### config.mk
export PLATFORM = sky130hd
export DESIGN_NAME = dly_elem_encoder
export DESIGN_NICKNAME = d
export VERILOG_FILES = /design/src/rtl/dly_enc_pkg.sv /design/src/rtl/dly_enc_divider.sv /design/src/rtl/dly_enc_pack.sv /design/src/rtl/dly_enc_ctrl.sv /design/src/rtl/dly_elem_encoder.sv
export SDC_FILE = /design/constraint.sdc
export NUM_CORES = 2
export LEC_CHECK = 0
export CAP_MARGIN = 10
export CORE_UTILIZATION = 65
export CTS_CLUSTER_SIZE = 20
export DETAILED_ROUTE_END_ITERATION = 8
export GPL_ROUTABILITY_DRIVEN = 0
export PLACE_DENSITY = 0.85
export SLEW_MARGIN = 20
export SYNTH_ARGS = -nofsm -noshare
export SYNTH_HDL_FRONTEND = slang
export SYNTH_HIERARCHICAL = 1
export SYNTH_SLANG_ARGS = --single-unit
export TNS_END_PERCENT = 100
### constraint.sdc
create_clock -name clk -period 12 [get_ports clk]
set_input_delay 1.2 -clock clk [delete_from_list [all_inputs] [get_ports clk]]
set_output_delay 1.2 -clock clk [all_outputs]
set_load 0.05 [all_outputs]
### src/rtl/dly_enc_pkg.sv
package dly_enc_pkg;

  localparam int unsigned WORD_W       = 32;
  localparam int unsigned FIELD_W      = 5;
  localparam int unsigned FINE_LSB     = 0;
  localparam int unsigned COARSE_LSB   = FINE_LSB + FIELD_W;
  localparam int unsigned HOLD_BIT     = 10;
  localparam int unsigned SIG_LSB      = 12;
  localparam int unsigned SIG_W        = 6;
  localparam logic [SIG_W-1:0] SIG_VAL = 6'h29;

  localparam int unsigned FIX_COARSE_PS = 920;
  localparam int unsigned FIX_FINE_DIV  = 60;
  localparam int unsigned TENTHS        = 10;
  localparam int unsigned FINE_LIMIT    = 22;

  typedef enum logic [3:0] {
    ST_IDLE,
    ST_GC,
    ST_GF,
    ST_AC,
    ST_AF,
    ST_SUM,
    ST_RC,
    ST_RF,
    ST_PACK
  } enc_state_e;

  typedef struct packed {
    logic [WORD_W-1:0] word;
    logic              ovf_c;
    logic              ovf_f;
  } pack_res_t;

endpackage

### src/rtl/dly_enc_divider.sv
module dly_enc_divider #(
  parameter int unsigned DW = 32
) (
  input  logic          clk,
  input  logic          rst_n,
  input  logic          go,
  input  logic [DW-1:0] num,
  input  logic [DW-1:0] den,
  output logic          fin,
  output logic [DW-1:0] quo,
  output logic [DW-1:0] rem
);

  localparam int unsigned CW = $clog2(DW + 1);

  logic [DW-1:0] q_r;
  logic [DW-1:0] r_r;
  logic [DW-1:0] den_r;
  logic [CW-1:0] cnt;
  logic          fin_r;
  logic [DW:0]   trial;
  logic [DW:0]   diff;
  logic          fits;

  always_comb begin
    trial = {r_r, q_r[DW-1]};
    diff  = trial - {1'b0, den_r};
    fits  = (trial >= {1'b0, den_r});
  end

  always_ff @(posedge clk or negedge rst_n) begin
    if (!rst_n) begin
      q_r   <= '0;
      r_r   <= '0;
      den_r <= '0;
      cnt   <= '0;
      fin_r <= 1'b0;
    end else if (go) begin
      q_r   <= num;
      r_r   <= '0;
      den_r <= den;
      cnt   <= CW'(DW);
      fin_r <= 1'b0;
    end else if (cnt != '0) begin
      if (fits) begin
        r_r <= diff[DW-1:0];
        q_r <= {q_r[DW-2:0], 1'b1};
      end else begin
        r_r <= trial[DW-1:0];
        q_r <= {q_r[DW-2:0], 1'b0};
      end
      cnt   <= cnt - 1'b1;
      fin_r <= (cnt == CW'(1));
    end else begin
      fin_r <= 1'b0;
    end
  end

  assign fin = fin_r;
  assign quo = q_r;
  assign rem = r_r;

endmodule

### src/rtl/dly_enc_pack.sv
module dly_enc_pack
  import dly_enc_pkg::*;
#(
  parameter int unsigned DW = 32
) (
  input  logic [DW-1:0]     c_cnt,
  input  logic [DW-1:0]     f_cnt,
  output logic [WORD_W-1:0] word,
  output logic              ovf_c,
  output logic              ovf_f
);

  localparam logic [DW-1:0] FIELD_MAX = DW'((1 << FIELD_W) - 1);

  function automatic pack_res_t build_word(input logic [DW-1:0] c, input logic [DW-1:0] f);
    pack_res_t res;
    res.word = '0;
    res.word[SIG_LSB +: SIG_W]       = SIG_VAL;
    res.word[HOLD_BIT]               = 1'b1;
    res.word[COARSE_LSB +: FIELD_W]  = c[FIELD_W-1:0];
    res.word[FINE_LSB +: FIELD_W]    = f[FIELD_W-1:0];
    res.ovf_c = (c > FIELD_MAX);
    res.ovf_f = (f > FIELD_MAX);
    return res;
  endfunction

  pack_res_t res;

  always_comb begin
    res   = build_word(c_cnt, f_cnt);
    word  = res.word;
    ovf_c = res.ovf_c;
    ovf_f = res.ovf_f;
  end

endmodule

### src/rtl/dly_enc_ctrl.sv
module dly_enc_ctrl
  import dly_enc_pkg::*;
#(
  parameter int unsigned DW = 32
) (
  input  logic              clk,
  input  logic              rst_n,
  input  logic              start,
  input  logic [WORD_W-1:0] req_word,
  input  logic [DW-1:0]     coarse_param,
  input  logic [DW-1:0]     fine_param,
  input  logic              div_fin,
  input  logic [DW-1:0]     div_q,
  input  logic [DW-1:0]     div_r,
  output logic              div_go,
  output logic [DW-1:0]     div_num,
  output logic [DW-1:0]     div_den,
  output logic [DW-1:0]     c_tot,
  output logic [DW-1:0]     f_tot,
  input  logic [WORD_W-1:0] pack_word,
  input  logic              pack_ovf_c,
  input  logic              pack_ovf_f,
  output logic              renorm_take,
  output logic              busy,
  output logic              done,
  output logic              err,
  output logic [WORD_W-1:0] cfg_word,
  output logic              ovf_coarse,
  output logic              ovf_fine
);

  localparam int unsigned HALF = WORD_W / 2;
  localparam logic [DW-1:0] K_TEN   = DW'(TENTHS);
  localparam logic [DW-1:0] K_FIXC  = DW'(FIX_COARSE_PS);
  localparam logic [DW-1:0] K_FIXF  = DW'(FIX_FINE_DIV);
  localparam logic [DW-1:0] K_LIMIT = DW'(FINE_LIMIT);

  enc_state_e    state;
  logic [DW-1:0] cp_r;
  logic [DW-1:0] fp_r;
  logic [DW-1:0] cal_r;
  logic [DW-1:0] fix_fine_r;
  logic [DW-1:0] fix_coarse_r;
  logic [DW-1:0] total;
  logic          accept;
  logic          bad_param;

  always_comb begin
    accept      = start && (state == ST_IDLE);
    bad_param   = (coarse_param == '0) || (fine_param == '0);
    total       = c_tot * cp_r + div_q * fp_r;
    renorm_take = (state == ST_SUM) && div_fin && (div_q > K_LIMIT);
    busy        = (state != ST_IDLE);
  end

  always_ff @(posedge clk or negedge rst_n) begin
    if (!rst_n) begin
      state        <= ST_IDLE;
      cp_r         <= '0;
      fp_r         <= '0;
      cal_r        <= '0;
      fix_fine_r   <= '0;
      fix_coarse_r <= '0;
      c_tot        <= '0;
      f_tot        <= '0;
      div_go       <= 1'b0;
      div_num      <= '0;
      div_den      <= '0;
      done         <= 1'b0;
      err          <= 1'b0;
      cfg_word     <= '0;
      ovf_coarse   <= 1'b0;
      ovf_fine     <= 1'b0;
    end else begin
      div_go <= 1'b0;
      done   <= 1'b0;
      err    <= 1'b0;
      unique case (state)
        ST_IDLE: begin
          if (accept) begin
            if (bad_param) begin
              done       <= 1'b1;
              err        <= 1'b1;
              cfg_word   <= '0;
              ovf_coarse <= 1'b0;
              ovf_fine   <= 1'b0;
            end else begin
              cp_r    <= coarse_param;
              fp_r    <= fine_param;
              cal_r   <= DW'(req_word[HALF-1:0]);
              div_num <= DW'(req_word[WORD_W-1:HALF]);
              div_den <= K_FIXC;
              div_go  <= 1'b1;
              state   <= ST_GC;
            end
          end
        end
        ST_GC: begin
          if (div_fin) begin
            fix_coarse_r <= div_q;
            div_num      <= div_r * K_TEN;
            div_den      <= K_FIXF;
            div_go       <= 1'b1;
            state        <= ST_GF;
          end
        end
        ST_GF: begin
          if (div_fin) begin
            fix_fine_r <= div_q;
            div_num    <= cal_r;
            div_den    <= cp_r;
            div_go     <= 1'b1;
            state      <= ST_AC;
          end
        end
        ST_AC: begin
          if (div_fin) begin
            c_tot   <= fix_coarse_r + div_q;
            div_num <= div_r * K_TEN;
            div_den <= fp_r;
            div_go  <= 1'b1;
            state   <= ST_AF;
          end
        end
        ST_AF: begin
          if (div_fin) begin
            div_num <= fix_fine_r + div_q;
            div_den <= K_TEN;
            div_go  <= 1'b1;
            state   <= ST_SUM;
          end
        end
        ST_SUM: begin
          if (div_fin) begin
            f_tot <= div_q;
            if (renorm_take) begin
              div_num <= total;
              div_den <= cp_r;
              div_go  <= 1'b1;
              state   <= ST_RC;
            end else begin
              state <= ST_PACK;
            end
          end
        end
        ST_RC: begin
          if (div_fin) begin
            c_tot   <= div_q;
            div_num <= div_r;
            div_den <= fp_r;
            div_go  <= 1'b1;
            state   <= ST_RF;
          end
        end
        ST_RF: begin
          if (div_fin) begin
            f_tot <= div_q;
            state <= ST_PACK;
          end
        end
        ST_PACK: begin
          cfg_word   <= pack_word;
          ovf_coarse <= pack_ovf_c;
          ovf_fine   <= pack_ovf_f;
          done       <= 1'b1;
          state      <= ST_IDLE;
        end
        default: state <= ST_IDLE;
      endcase
    end
  end

endmodule

### src/rtl/dly_elem_encoder.sv
module dly_elem_encoder
  import dly_enc_pkg::*;
#(
  parameter int unsigned DW = 32
) (
  input  logic              clk,
  input  logic              rst_n,
  input  logic              start,
  input  logic [WORD_W-1:0] req_word,
  input  logic [DW-1:0]     coarse_param,
  input  logic [DW-1:0]     fine_param,
  output logic              busy,
  output logic              done,
  output logic              err,
  output logic [WORD_W-1:0] cfg_word,
  output logic              ovf_coarse,
  output logic              ovf_fine
);

  logic              div_go;
  logic              div_fin;
  logic [DW-1:0]     div_num;
  logic [DW-1:0]     div_den;
  logic [DW-1:0]     div_q;
  logic [DW-1:0]     div_r;
  logic [DW-1:0]     c_tot;
  logic [DW-1:0]     f_tot;
  logic [WORD_W-1:0] pack_word;
  logic              pack_ovf_c;
  logic              pack_ovf_f;
  logic              renorm_take;

  dly_enc_divider #(.DW(DW)) u_div (
    .clk  (clk),
    .rst_n(rst_n),
    .go   (div_go),
    .num  (div_num),
    .den  (div_den),
    .fin  (div_fin),
    .quo  (div_q),
    .rem  (div_r)
  );

  dly_enc_pack #(.DW(DW)) u_pack (
    .c_cnt(c_tot),
    .f_cnt(f_tot),
    .word (pack_word),
    .ovf_c(pack_ovf_c),
    .ovf_f(pack_ovf_f)
  );

  dly_enc_ctrl #(.DW(DW)) u_ctrl (
    .clk         (clk),
    .rst_n       (rst_n),
    .start       (start),
    .req_word    (req_word),
    .coarse_param(coarse_param),
    .fine_param  (fine_param),
    .div_fin     (div_fin),
    .div_q       (div_q),
    .div_r       (div_r),
    .div_go      (div_go),
    .div_num     (div_num),
    .div_den     (div_den),
    .c_tot       (c_tot),
    .f_tot       (f_tot),
    .pack_word   (pack_word),
    .pack_ovf_c  (pack_ovf_c),
    .pack_ovf_f  (pack_ovf_f),
    .renorm_take (renorm_take),
    .busy        (busy),
    .done        (done),
    .err         (err),
    .cfg_word    (cfg_word),
    .ovf_coarse  (ovf_coarse),
    .ovf_fine    (ovf_fine)
  );

endmodule

-- Word-level counts from Yosys, hierarchy flattened
Index checks and enable logic that the tools add are counted.
- output and inout bits: 37
- word-level logic and storage cells: 142
- input bits: 99
- register bits: 416
- multipliers: 3
- equal/unequal tests: 22
- $add $sub $neg: 5
- magnitude comparators: 4
- reduce and logical (&&, ||, !) cells: 27
- multiplexer cells: 59
- bitwise operators: 1
- operators by type and width (kind ; count):
    2-to-1 mux 32 bit ; 25
    case mux 32 bit (6 select lines) ; 2
    case mux 32 bit (2 select lines) ; 2
    adder 32 bit ; 3
    greater-than comparator 32 x 5 -> 1 bit, second input constant ; 3
    zero test 32 bit ; 2
    multiplier 32 x 32 -> 32 bit ; 2
    2-to-1 mux 4 bit ; 10
    greater-or-equal comparator 33 x 32 -> 1 bit ; 1
    multiplier 32 x 3 -> 31 bit, second input constant ; 1
    case mux 4 bit (8 select lines) ; 1
    subtractor 32 bit ; 1
    AND reduction 9 bit ; 3
    != test 2 bit, second input constant ; 9
    nonzero test 6 bit ; 3
    == test 4 x 3 -> 1 bit, second input constant ; 4
    2-to-1 mux 1 bit ; 13
    2-to-1 mux 6 bit ; 2
    AND reduction 3 bit ; 3
    == test 4 x 2 -> 1 bit, second input constant ; 2
    != test 2 x 1 -> 1 bit, second input constant ; 4
    == test 6 x 1 -> 1 bit, second input constant ; 1
    case mux 1 bit (2 select lines) ; 3
    AND reduction 2 bit ; 3
    other kinds (12) ; 18

-- Depth between registers and ports, before layout
- word-level depth: 6
- depth in mapped cells: 33
- depth with buffers taken out: 31

-- Modules after synthesis
Netlist, hierarchy kept.
- by module, submodules not included (module ; instances ; seq. area each (µm²) ; area each (µm²) ; cells each):
    dly_enc_ctrl ; 1 ; 7832.5 ; 50111.8 ; 5536
    dly_enc_divider ; 1 ; 2577.5 ; 6706.4 ; 761
    dly_enc_pack ; 1 ; 0.0 ; 362.8 ; 52

-- Worst setup path after synthesis
Ideal clock, no wire load.
- kind: register to register
- from: register u_ctrl.c_tot[13]
- to: register u_ctrl.div_num[31]
- library setup time: 0.121 ns
- path buffers: 2
- data required time: 11.879 ns
- data arrival time: 8.209 ns
- stages on the path, launching flop included: 30
- setup slack: 3.670 ns
- period minus slack after synthesis: 8.330 ns
- cells stage by stage: dfrtp_1 clkbuf_1 clkbuf_1 nand2_1 fa_1 inv_1 fa_1 fa_1 fa_1 inv_1 fa_1 fa_1 inv_1 fa_1 fa_1 fa_1 inv_1 fa_1 inv_1 ha_1 a21o_1 a21o_1 or3_1 o21ai_1 o21ai_1 a21o_1 a311o_1 xnor2_1 o211ai_1 a22o_1
- word-level cells in the longest chain between the ends: 5
- ends and longest elaborated chain (element ; line ; RTL):
    from (decl) ; dly_enc_ctrl.sv:18 ; output logic [DW-1:0] c_tot,
    from (signal assigned) ; dly_enc_ctrl.sv:118 ; c_tot <= fix_coarse_r + div_q;
    from (signal assigned) ; dly_enc_ctrl.sv:148 ; c_tot <= div_q;
    multiplier 32 x 32 -> 32 bit ; dly_enc_ctrl.sv:51 ; total = c_tot * cp_r + div_q * fp_r;
    adder 32 bit ; dly_enc_ctrl.sv:51 ;
    2-to-1 mux 32 bit ; dly_enc_ctrl.sv:136 ; if (renorm_take) begin
    2-to-1 mux 32 bit ; dly_enc_ctrl.sv:134 ; if (div_fin) begin
    case mux 32 bit (6 select lines) ; dly_enc_ctrl.sv:78 ; unique case (state)
    to (signal assigned) ; dly_enc_ctrl.sv:91 ; div_num <= DW'(req_word[WORD_W-1:HALF]);
    to (signal assigned) ; dly_enc_ctrl.sv:137 ; div_num <= total;
    to (signal assigned) ; dly_enc_ctrl.sv:149 ; div_num <= div_r;
    to (decl) ; dly_enc_ctrl.sv:16 ; output logic [DW-1:0] div_num,
Every way passes these cells. The select of a mux whose other input is x is not followed.
A chain may end at the register's enable or synchronous reset.

-- Worst setup path in the final report
- from: register u_ctrl.fp_r[8]
- to: register u_ctrl.div_num[28]
- word-level cells in the longest chain between the ends: 5
- ends and longest elaborated chain (element ; line ; RTL):
    from (decl) ; dly_enc_ctrl.sv:40 ; logic [DW-1:0] fp_r;
    from (signal assigned) ; dly_enc_ctrl.sv:89 ; fp_r <= fine_param;
    multiplier 32 x 32 -> 32 bit ; dly_enc_ctrl.sv:51 ;
    adder 32 bit ; dly_enc_ctrl.sv:51 ;
    2-to-1 mux 32 bit ; dly_enc_ctrl.sv:136 ;
    2-to-1 mux 32 bit ; dly_enc_ctrl.sv:134 ;
    case mux 32 bit (6 select lines) ; dly_enc_ctrl.sv:78 ;
Every way passes these cells. The select of a mux whose other input is x is not followed.

==> out/results.txt <==
Average wire per standard cell -> 23.9 µm
Clk_skew -> 0.0476 ns
Cts hold-fix bufs -> 0
Cells after synthesis -> 6,348
Postcts setup bufs -> 0
Longest Clk Path Bufs -> 3
TritonRoute pass-1 iters -> 9
Num Clock Sinks -> 416
Status -> finished, final reports clean
RSZ-0062 raised after global routing -> no
WL final -> 178 mm
Starting Density -> 65.8%
Minimum clock period -> 9.70 ns
Post-cts resize count -> 0
Syn_area_per_cell -> 9.01 µm²
CTS tree -> yes
Root buffer cell -> clkbuf_16
CP required -> 12.46 ns
GR Overflow Total -> 0
Placeable Area -> 86,900 µm²
Synthesis-to-finish area growth -> 6.02%
GR Util All Layers -> 40.7%
Most common cell after layout, fill and taps aside -> nand2_1
CP max stage cell -> dfrtp_1
Remaining DRCs -> 0
Vias -> 47,100
Sum of negative setup slack -> 0 ns
Dpl hpwl -> 130 mm
Slew @ Worst Pin -> 1.25 ns
Max-cap violation count -> 0
CP arrival -> 10.16 ns
Worst slew margin -> 16.6%
Die area -> 89,200 µm²
Crit share post-route -> 80.9%
Port bufs -> 135
Clock transition at the registers of the reported paths -> 0.07 ns
Latest clock arrival within the worst-skew pair -> 0.63 ns
Crit-path leading delay family -> adder cells
CTS Buf Count -> 44
Buf/Inv on CP -> 7
CP Max Fanout -> 26
CP Class -> flip-flop to flip-flop
Final #Nets -> 7,629
Slew Viols, Final -> 0
Die W -> 299 µm
Share of layout cells above drive strength 1 -> 5.19%
Initial antenna violation count -> 15
Most frequent cells in the layout -> 1,031 x nand2_1, 1,007 x inv_1, 874 x fa_1, 556 x and2_1, 407 x ha_1
Row count -> 108
Setup violators final -> 0
Post-synthesis cell area -> 57,200 µm²
Die height -> 299 µm
Largest net degree at the start of global routing -> 101
Vias/cell -> 6.33
Htree depth -> 2
First-pass GRT wire length -> 278 mm
CP Launch Type -> flip-flop
DR iter-0 viols -> 5,611
Post-route antenna net violation count -> 0
Hold Vio Cnt, Final -> 0
Vias in the first global route -> 49,600
CP most frequent cell -> fa_1
Fmax -> 103 MHz
Hold Crit Class -> flip-flop to flip-flop
IO Count -> 136
Critical Path Sink Type -> flip-flop
Synth Warn # -> 6
Max incr delay on CP -> 1.16 ns
layout make-up:
class / instances / area (µm²)
diodes: 5 / 12.5
inverters: 1008 / 3780
flip-flops and latches: 416 / 10400
multi-input cells: 4559 / 41400
repair buffers: 220 / 2010
fillers: 6216 / 26300
well taps: 1155 / 1450
clock inverters: 29 / 377
clock buffers: 52 / 1170
worst min-delay path: stages, from the launching register on:
cell	delay, ns
dfrtp_1	0.34
nand2_1	0.04
o21ai_0	0.06
state kept, by name, indices dropped and copies added (netlist names), 4 cells and up:
| name | cells |
|---|---|
| u_ctrl/c_tot | 32 |
| u_ctrl/cfg_word | 32 |
| u_ctrl/cp_r | 32 |
| u_ctrl/div_den | 32 |
| u_ctrl/div_num | 32 |
| u_ctrl/f_tot | 32 |
| u_ctrl/fix_coarse_r | 32 |
| u_ctrl/fix_fine_r | 32 |
| u_ctrl/fp_r | 32 |
| u_div/den_r | 32 |
| u_div/quo | 32 |
| u_div/rem | 32 |
| u_ctrl/cal_r | 16 |
| u_div/cnt | 6 |
| u_ctrl/state | 4 |
metal layers:
metal	global-route usage (%)	up-vias	part of all wire (%)
li1	-	19500	-
met1	50.4	23200	34
met4	23.8	20	7.0
met2	59.7	3432	43
met3	17.2	929	16
met5	0	-	0.083
metrics by stage:
stage / instance area [µm²] / setup WS, ns / hold WS (ns) / util (%) / std cells
6_report: 60600 / 2.30 / 0.478 / 69.8 / 7444
2_1_floorplan: 57300 / 3.67 / 0.445 / - / 6368
5_1_grt: 60600 / 2.13 / 0.498 / 69.8 / 7439
3_3_place_gp: 59000 / 2.78 / 0.458 / 67.9 / 7356
4_1_cts: 60600 / 2.36 / 0.479 / 69.7 / 7437
3_5_place_dp: 59000 / 2.46 / 0.465 / 67.9 / 7356
path summary, 6_finish.rpt:
check	startpoint	endpoint	slack, ns	cells past startpoint
setup reg to reg	u_ctrl/fp_r[8]	u_ctrl/div_num[28]	2.30	28
max in group asynchronous	rst_n	u_ctrl/fp_r[7]	9.18	3
min in group asynchronous	rst_n	u_div/rem[9]	0.64	1
setup / recovery	u_ctrl/fp_r[8]	u_ctrl/div_num[28]	2.30	28
hold / removal	u_ctrl/f_tot[0]	u_ctrl/cfg_word[0]	0.48	2
hold reg to reg	u_ctrl/f_tot[0]	u_ctrl/cfg_word[0]	0.48	2
Power is not shown: default switching activity piles up to over one toggle a cycle in this logic, so the estimate is an artifact.
